[src/rtl/symdisp_pkg.sv]
package symdisp_pkg;

    localparam int STATE_W    = 4;
    localparam int NUM_STATES = 10;
    localparam int PAT_W      = 8;
    localparam int SEG_N      = 7;
    localparam int SEG_LSB    = 1;   // pattern bit that feeds segment A

    typedef logic [STATE_W-1:0] state_t;
    typedef logic [PAT_W-1:0]   pattern_t;
    typedef logic [SEG_N-1:0]   seg_vec_t;

    // Value no legal code can match; marks "nothing shown yet"
    localparam state_t STATE_NONE = '1;

    function automatic logic state_legal(input state_t s);
        return s < state_t'(NUM_STATES);
    endfunction

    function automatic pattern_t state_pattern(input state_t s);
        pattern_t p;
        case (s)
            state_t'(0): p = 8'h10;
            state_t'(1): p = 8'h7E;
            state_t'(2): p = 8'hC6;
            state_t'(3): p = 8'hB0;
            state_t'(4): p = 8'h80;
            state_t'(5): p = 8'h08;
            state_t'(6): p = 8'hCA;
            state_t'(7): p = 8'h0C;
            state_t'(8): p = 8'h02;
            state_t'(9): p = 8'hE6;
            default:     p = '0;
        endcase
        return p;
    endfunction

endpackage

[src/rtl/symdisp_lookup.sv]
module symdisp_lookup
    import symdisp_pkg::*;
(
    input  state_t   state_i,
    output pattern_t pattern_o
);
    always_comb pattern_o = state_pattern(state_i);
endmodule

[src/rtl/symdisp_segmap.sv]
module symdisp_segmap
    import symdisp_pkg::*;
(
    input  pattern_t pattern_i,
    output seg_vec_t seg_o
);
    for (genvar k = 0; k < SEG_N; k++) begin : g_seg
        assign seg_o[k] = pattern_i[k + SEG_LSB];
    end

    // the line below segment A is reserved and must stay clear in every pattern
    always_comb begin
        assert_reserved_bit_clear_R3: assert (pattern_i[0] == 1'b0);
    end
endmodule

[src/rtl/symdisp_change.sv]
module symdisp_change
    import symdisp_pkg::*;
(
    input  logic   clk,
    input  logic   rst,
    input  logic   valid_i,
    input  state_t state_i,
    output logic   take_o
);
    state_t shown_q;

    always_comb take_o = valid_i && state_legal(state_i) && (state_i != shown_q);

    always_ff @(posedge clk) begin
        if (rst)         shown_q <= STATE_NONE;
        else if (take_o) shown_q <= state_i;
    end

    // the record holds either a legal code or the reset marker, never an ignored code
    assert_record_legal_R6: assert property (@(posedge clk) disable iff (rst)
        (shown_q < state_t'(NUM_STATES)) || (shown_q == STATE_NONE));
endmodule

[src/rtl/symdisp_driver.sv]
module symdisp_driver
    import symdisp_pkg::*;
(
    input  logic       clk,
    input  logic       rst,
    input  logic       code_valid,
    input  logic [3:0] code_in,
    output logic [6:0] seg_out,
    output logic       update_pulse
);
    pattern_t pat;
    seg_vec_t seg_next;
    logic     take;
    seg_vec_t seg_q;
    logic     pulse_q;

    symdisp_lookup u_lookup (
        .state_i   (state_t'(code_in)),
        .pattern_o (pat)
    );

    symdisp_segmap u_segmap (
        .pattern_i (pat),
        .seg_o     (seg_next)
    );

    symdisp_change u_change (
        .clk     (clk),
        .rst     (rst),
        .valid_i (code_valid),
        .state_i (state_t'(code_in)),
        .take_o  (take)
    );

    always_ff @(posedge clk) begin
        if (rst) begin
            seg_q   <= '0;
            pulse_q <= 1'b0;
        end else begin
            pulse_q <= take;
            if (take) seg_q <= seg_next;
        end
    end

    assign seg_out      = seg_q;
    assign update_pulse = pulse_q;

    // segments only move on a marked update
    assert_hold_without_pulse_R7: assert property (@(posedge clk) disable iff (rst)
        !update_pulse |-> $stable(seg_out));

    // every marked update shows a different symbol
    assert_pulse_changes_seg_R7: assert property (@(posedge clk) disable iff (rst)
        update_pulse |-> !$stable(seg_out));

    // illegal codes never cause an update
    assert_illegal_ignored_R6: assert property (@(posedge clk) disable iff (rst)
        (code_valid && code_in > 4'd9) |=> !update_pulse);

    // no strobe, no update
    assert_no_strobe_no_update_R8: assert property (@(posedge clk) disable iff (rst)
        !code_valid |=> !update_pulse);

    // presenting the just-shown code again gives no update
    assert_repeat_quiet_R4: assert property (@(posedge clk) disable iff (rst)
        (update_pulse && code_valid && code_in == $past(code_in)) |=> !update_pulse);
endmodule

[config.mk]
export PLATFORM = sky130hd
export DESIGN_NAME = symdisp_driver
export DESIGN_NICKNAME = d
export VERILOG_FILES = /design/src/rtl/symdisp_pkg.sv /design/src/rtl/symdisp_lookup.sv /design/src/rtl/symdisp_segmap.sv /design/src/rtl/symdisp_change.sv /design/src/rtl/symdisp_driver.sv
export SDC_FILE = /design/constraint.sdc
export NUM_CORES = 1
export LEC_CHECK = 0
export BUFFER_PORTS_ARGS = -buffer_cell sky130_fd_sc_hd__buf_2
export CAP_MARGIN = 20
export CORE_MARGIN = 2
export CORE_UTILIZATION = 30
export CTS_BUF_LIST = sky130_fd_sc_hd__clkbuf_4 sky130_fd_sc_hd__clkbuf_8 sky130_fd_sc_hd__clkbuf_16
export CTS_CLUSTER_SIZE = 30
export DETAILED_ROUTE_END_ITERATION = 10
export GPL_TIMING_DRIVEN = 0
export SYNTH_ARGS = -nofsm -noshare
export SYNTH_HDL_FRONTEND = slang
export SYNTH_SLANG_ARGS = --single-unit
[constraint.sdc]
create_clock -name clk -period 4.4 [get_ports clk]
set_input_delay 0.22 -clock clk [delete_from_list [all_inputs] [get_ports clk]]
set_output_delay 0.22 -clock clk [all_outputs]
set_load 0.005 [all_outputs]
==> results.yml <==
run_status:
  status: "complete, no violations"
synth:
  yosys_warnings: 0
  synth_fp_nets: 88
  avgSynthCellArea_um2: 8.71
  netlist_area_um2: 679
  ys_ff_latch: 12
  synthTopCellsByArea: "dfxtp_1 (35%), ha_1 (5.5%), nand2_1 (5.5%), a21oi_1 (5.2%), xor2_1 (5.2%)"
  yosys.area.top_type: "dfxtp_1"
  synth_cell_types: 27
  yosys.area_share.simple: 0.252
  synth.area.mux_share: 0.0295
  ys_seq_area_frac: 0.354
  synthCells: 78
  synth_top_area_frac: 0.354
  synth_top_family_by_area: "simple AND/OR/NAND/NOR gates"
  synthAdderAreaFrac: 0.0552
  synth_xor_area_frac: 0.0516
  synth_compound_area_frac: 0.149
critical_path:
  critPathCaptureType: "flip-flop"
  cp_max_fo: 9
  cp.arrival_ns: 1.80
  cp_slowest_cell: "nor4_2"
  crit_required_ns: 4.61
  cpPeakStageDelay_ns: 0.70
  setup.worst_path.start_class: "flip-flop"
  path_cells: "xor2_1, nor4_2, a2111oi_0, nor3_2"
  path_class: "flip-flop to flip-flop"
routing:
  ant_nets: 0
  first_pass_iters: 4
  vias: 604
  via_per_inst: 4.95
  drt-total-wl_mm: 1.47
  route.detailed.drc: 0
  drt-initial-drc-count: 16
  wl_per_cell_um: 12.0
cts:
  cts-root-buf: "clkbuf_4"
  cts.sinks: 12
  numCtsBuffers: 3
  clk_pin_slew_worst_paths_ns: 0.08
  htreeDepth: 1
  cts_resized: 0
  tritoncts: "done"
  post_cts_buffers: 0
  clockBufferDepth: 2
  worstSkewPairLatency_ns: 0.28
  hold_buffers: 0
sta:
  fin_crit_ns: 1.59
  worst_slew_margin_rel: 0.495
  tightest_slew_ns: 0.751
  layout_setup_ws_ns: 2.81
  finalSetupViolCount: 0
  finalSetupTns_ns: 0
  finClkSkew_ns: 0.00451
  drv_slew: 0
  rsz0062_at_grt: "no"
  holdWs_ns: 0.169
  max_freq_mhz: 630
  post-route-period-util: 0.361
  report.final.hold_viol_count: 0
global_routing:
  grt_use_total: 0.129
  grt_pass1_vias: 585
  grt_first_pass_wirelength_mm: 2.48
  grt-ovfl-total: 0
  grt_max_degree: 11
  antenna_found_initial: 0
die:
  coreArea_um2: 2170
  start_util: 0.313
  io_pins: 15
  num_rows: 17
  die_area_um2: 2660
  die_w_um: 51.6
  die_h_um: 51.6
cells_and_area:
  drive_above_1_share: 0.298
  mostFrequentLayoutCell: "buf_2"
  fin_util: 0.374
  final_cell_area_um2: 811
  fin_nets: 105
  fillers: 239
  area_delta_synth_final_pct: 19.3
  num_antenna_cells: 0
  mostFrequentLayoutCells: "buf_2 (13), dfxtp_1 (12), nand2_1 (10)"
  stdcell_count: 122
pwr:
  finalPower_mw: 0.264
  irDropWorstVdd_mv: 0.111
  p_per_area_nw_per_um2: 326
  total_leakage_power_nw: 0.353
place:
  hpwl_mm: 1.02
  place_congestion: 0.752
  portBuffers: 12
  dpl_cell_area_um2: 774
  placedCellCount: 118
  dp_worst_setup_slack_ns: 2.76
worst_hold_path:
  hp-class: "input port to flip-flop"
run:
  cap_violations: 0
## cell type report
cell class                      count  area [um2]  area share
Buffer                              6        58.8      0.0725
Clock buffer                        4        36.3      0.0448
Inverter                            4        15.0      0.0185
Multi-Input combinational cell     56         365       0.451
Sequential cell                    12         240       0.296
Tap cell                           28        35.0      0.0432
Timing Repair Buffer               12        60.1      0.0741
## cell families after synthesis
logic type      Yosys count
compound gates           17
buf+inv                  10
simple gates             30
xor+xnor                  4
mux                       2
fa+ha+maj                 3
flops                    12
## state kept, by name (all words and copies together) (netlist names)
register          flops
seg_out               7
update_pulse          1
u_change.shown_q      4
## worst paths after layout
check                                                      start                       to  slack (ns)  depth (start not counted)
worst min register to register           seg_out[4]$_SDFFE_PP0P_  seg_out[4]$_SDFFE_PP0P_        0.48                          2
worst min-delay path                                         rst  seg_out[4]$_SDFFE_PP0P_        0.17                          2
worst max-delay path            u_change.shown_q[1]$_SDFFE_PP1P_  seg_out[6]$_SDFFE_PP0P_        2.81                          4
worst max register to register  u_change.shown_q[1]$_SDFFE_PP1P_  seg_out[6]$_SDFFE_PP0P_        2.81                          4
## Yosys cell counts, drive strengths merged
cell type / count
nand4: 1
nand3: 3
nand2: 11
nor3b: 1
or2: 1
buf: 3
o21ai: 5
nor4: 4
dfxtp: 12
mux2i: 2
ha: 3
a2111oi: 1
inv: 4
o211ai: 2
a21oi: 9
nor3: 6
and2: 1
xor2: 4
clkbuf: 3
or4: 2
## critical path: cells and delay by family, from the launching register on
| family | cells | cell delay, ns |
|---|---|---|
| and+or+nand+nor | 2 | 0.83 |
| AOI/OAI and AO/OA | 1 | 0.19 |
| xor gates and xnor gates | 1 | 0.17 |
| DFF | 1 | 0.32 |
## power breakdown
part | internal [mW] | switching, mW
clock | 0.0504 | 0.0409
sequential | 0.116 | 0.00393
combinational | 0.0231 | 0.0296
total | 0.190 | 0.0744
## routing by layer
| layer | vias up | global-route usage | wire length, um |
|---|---|---|---|
| met2 | 11 | 0.205 | 699 |
| met5 | - | 0 | 0 |
| li1 | 307 | - | - |
| met4 | 0 | 0.0789 | 39 |
| met3 | 5 | 0.0259 | 56 |
| met1 | 281 | 0.158 | 673 |
Note: power is estimated with default switching activity, not from simulation.
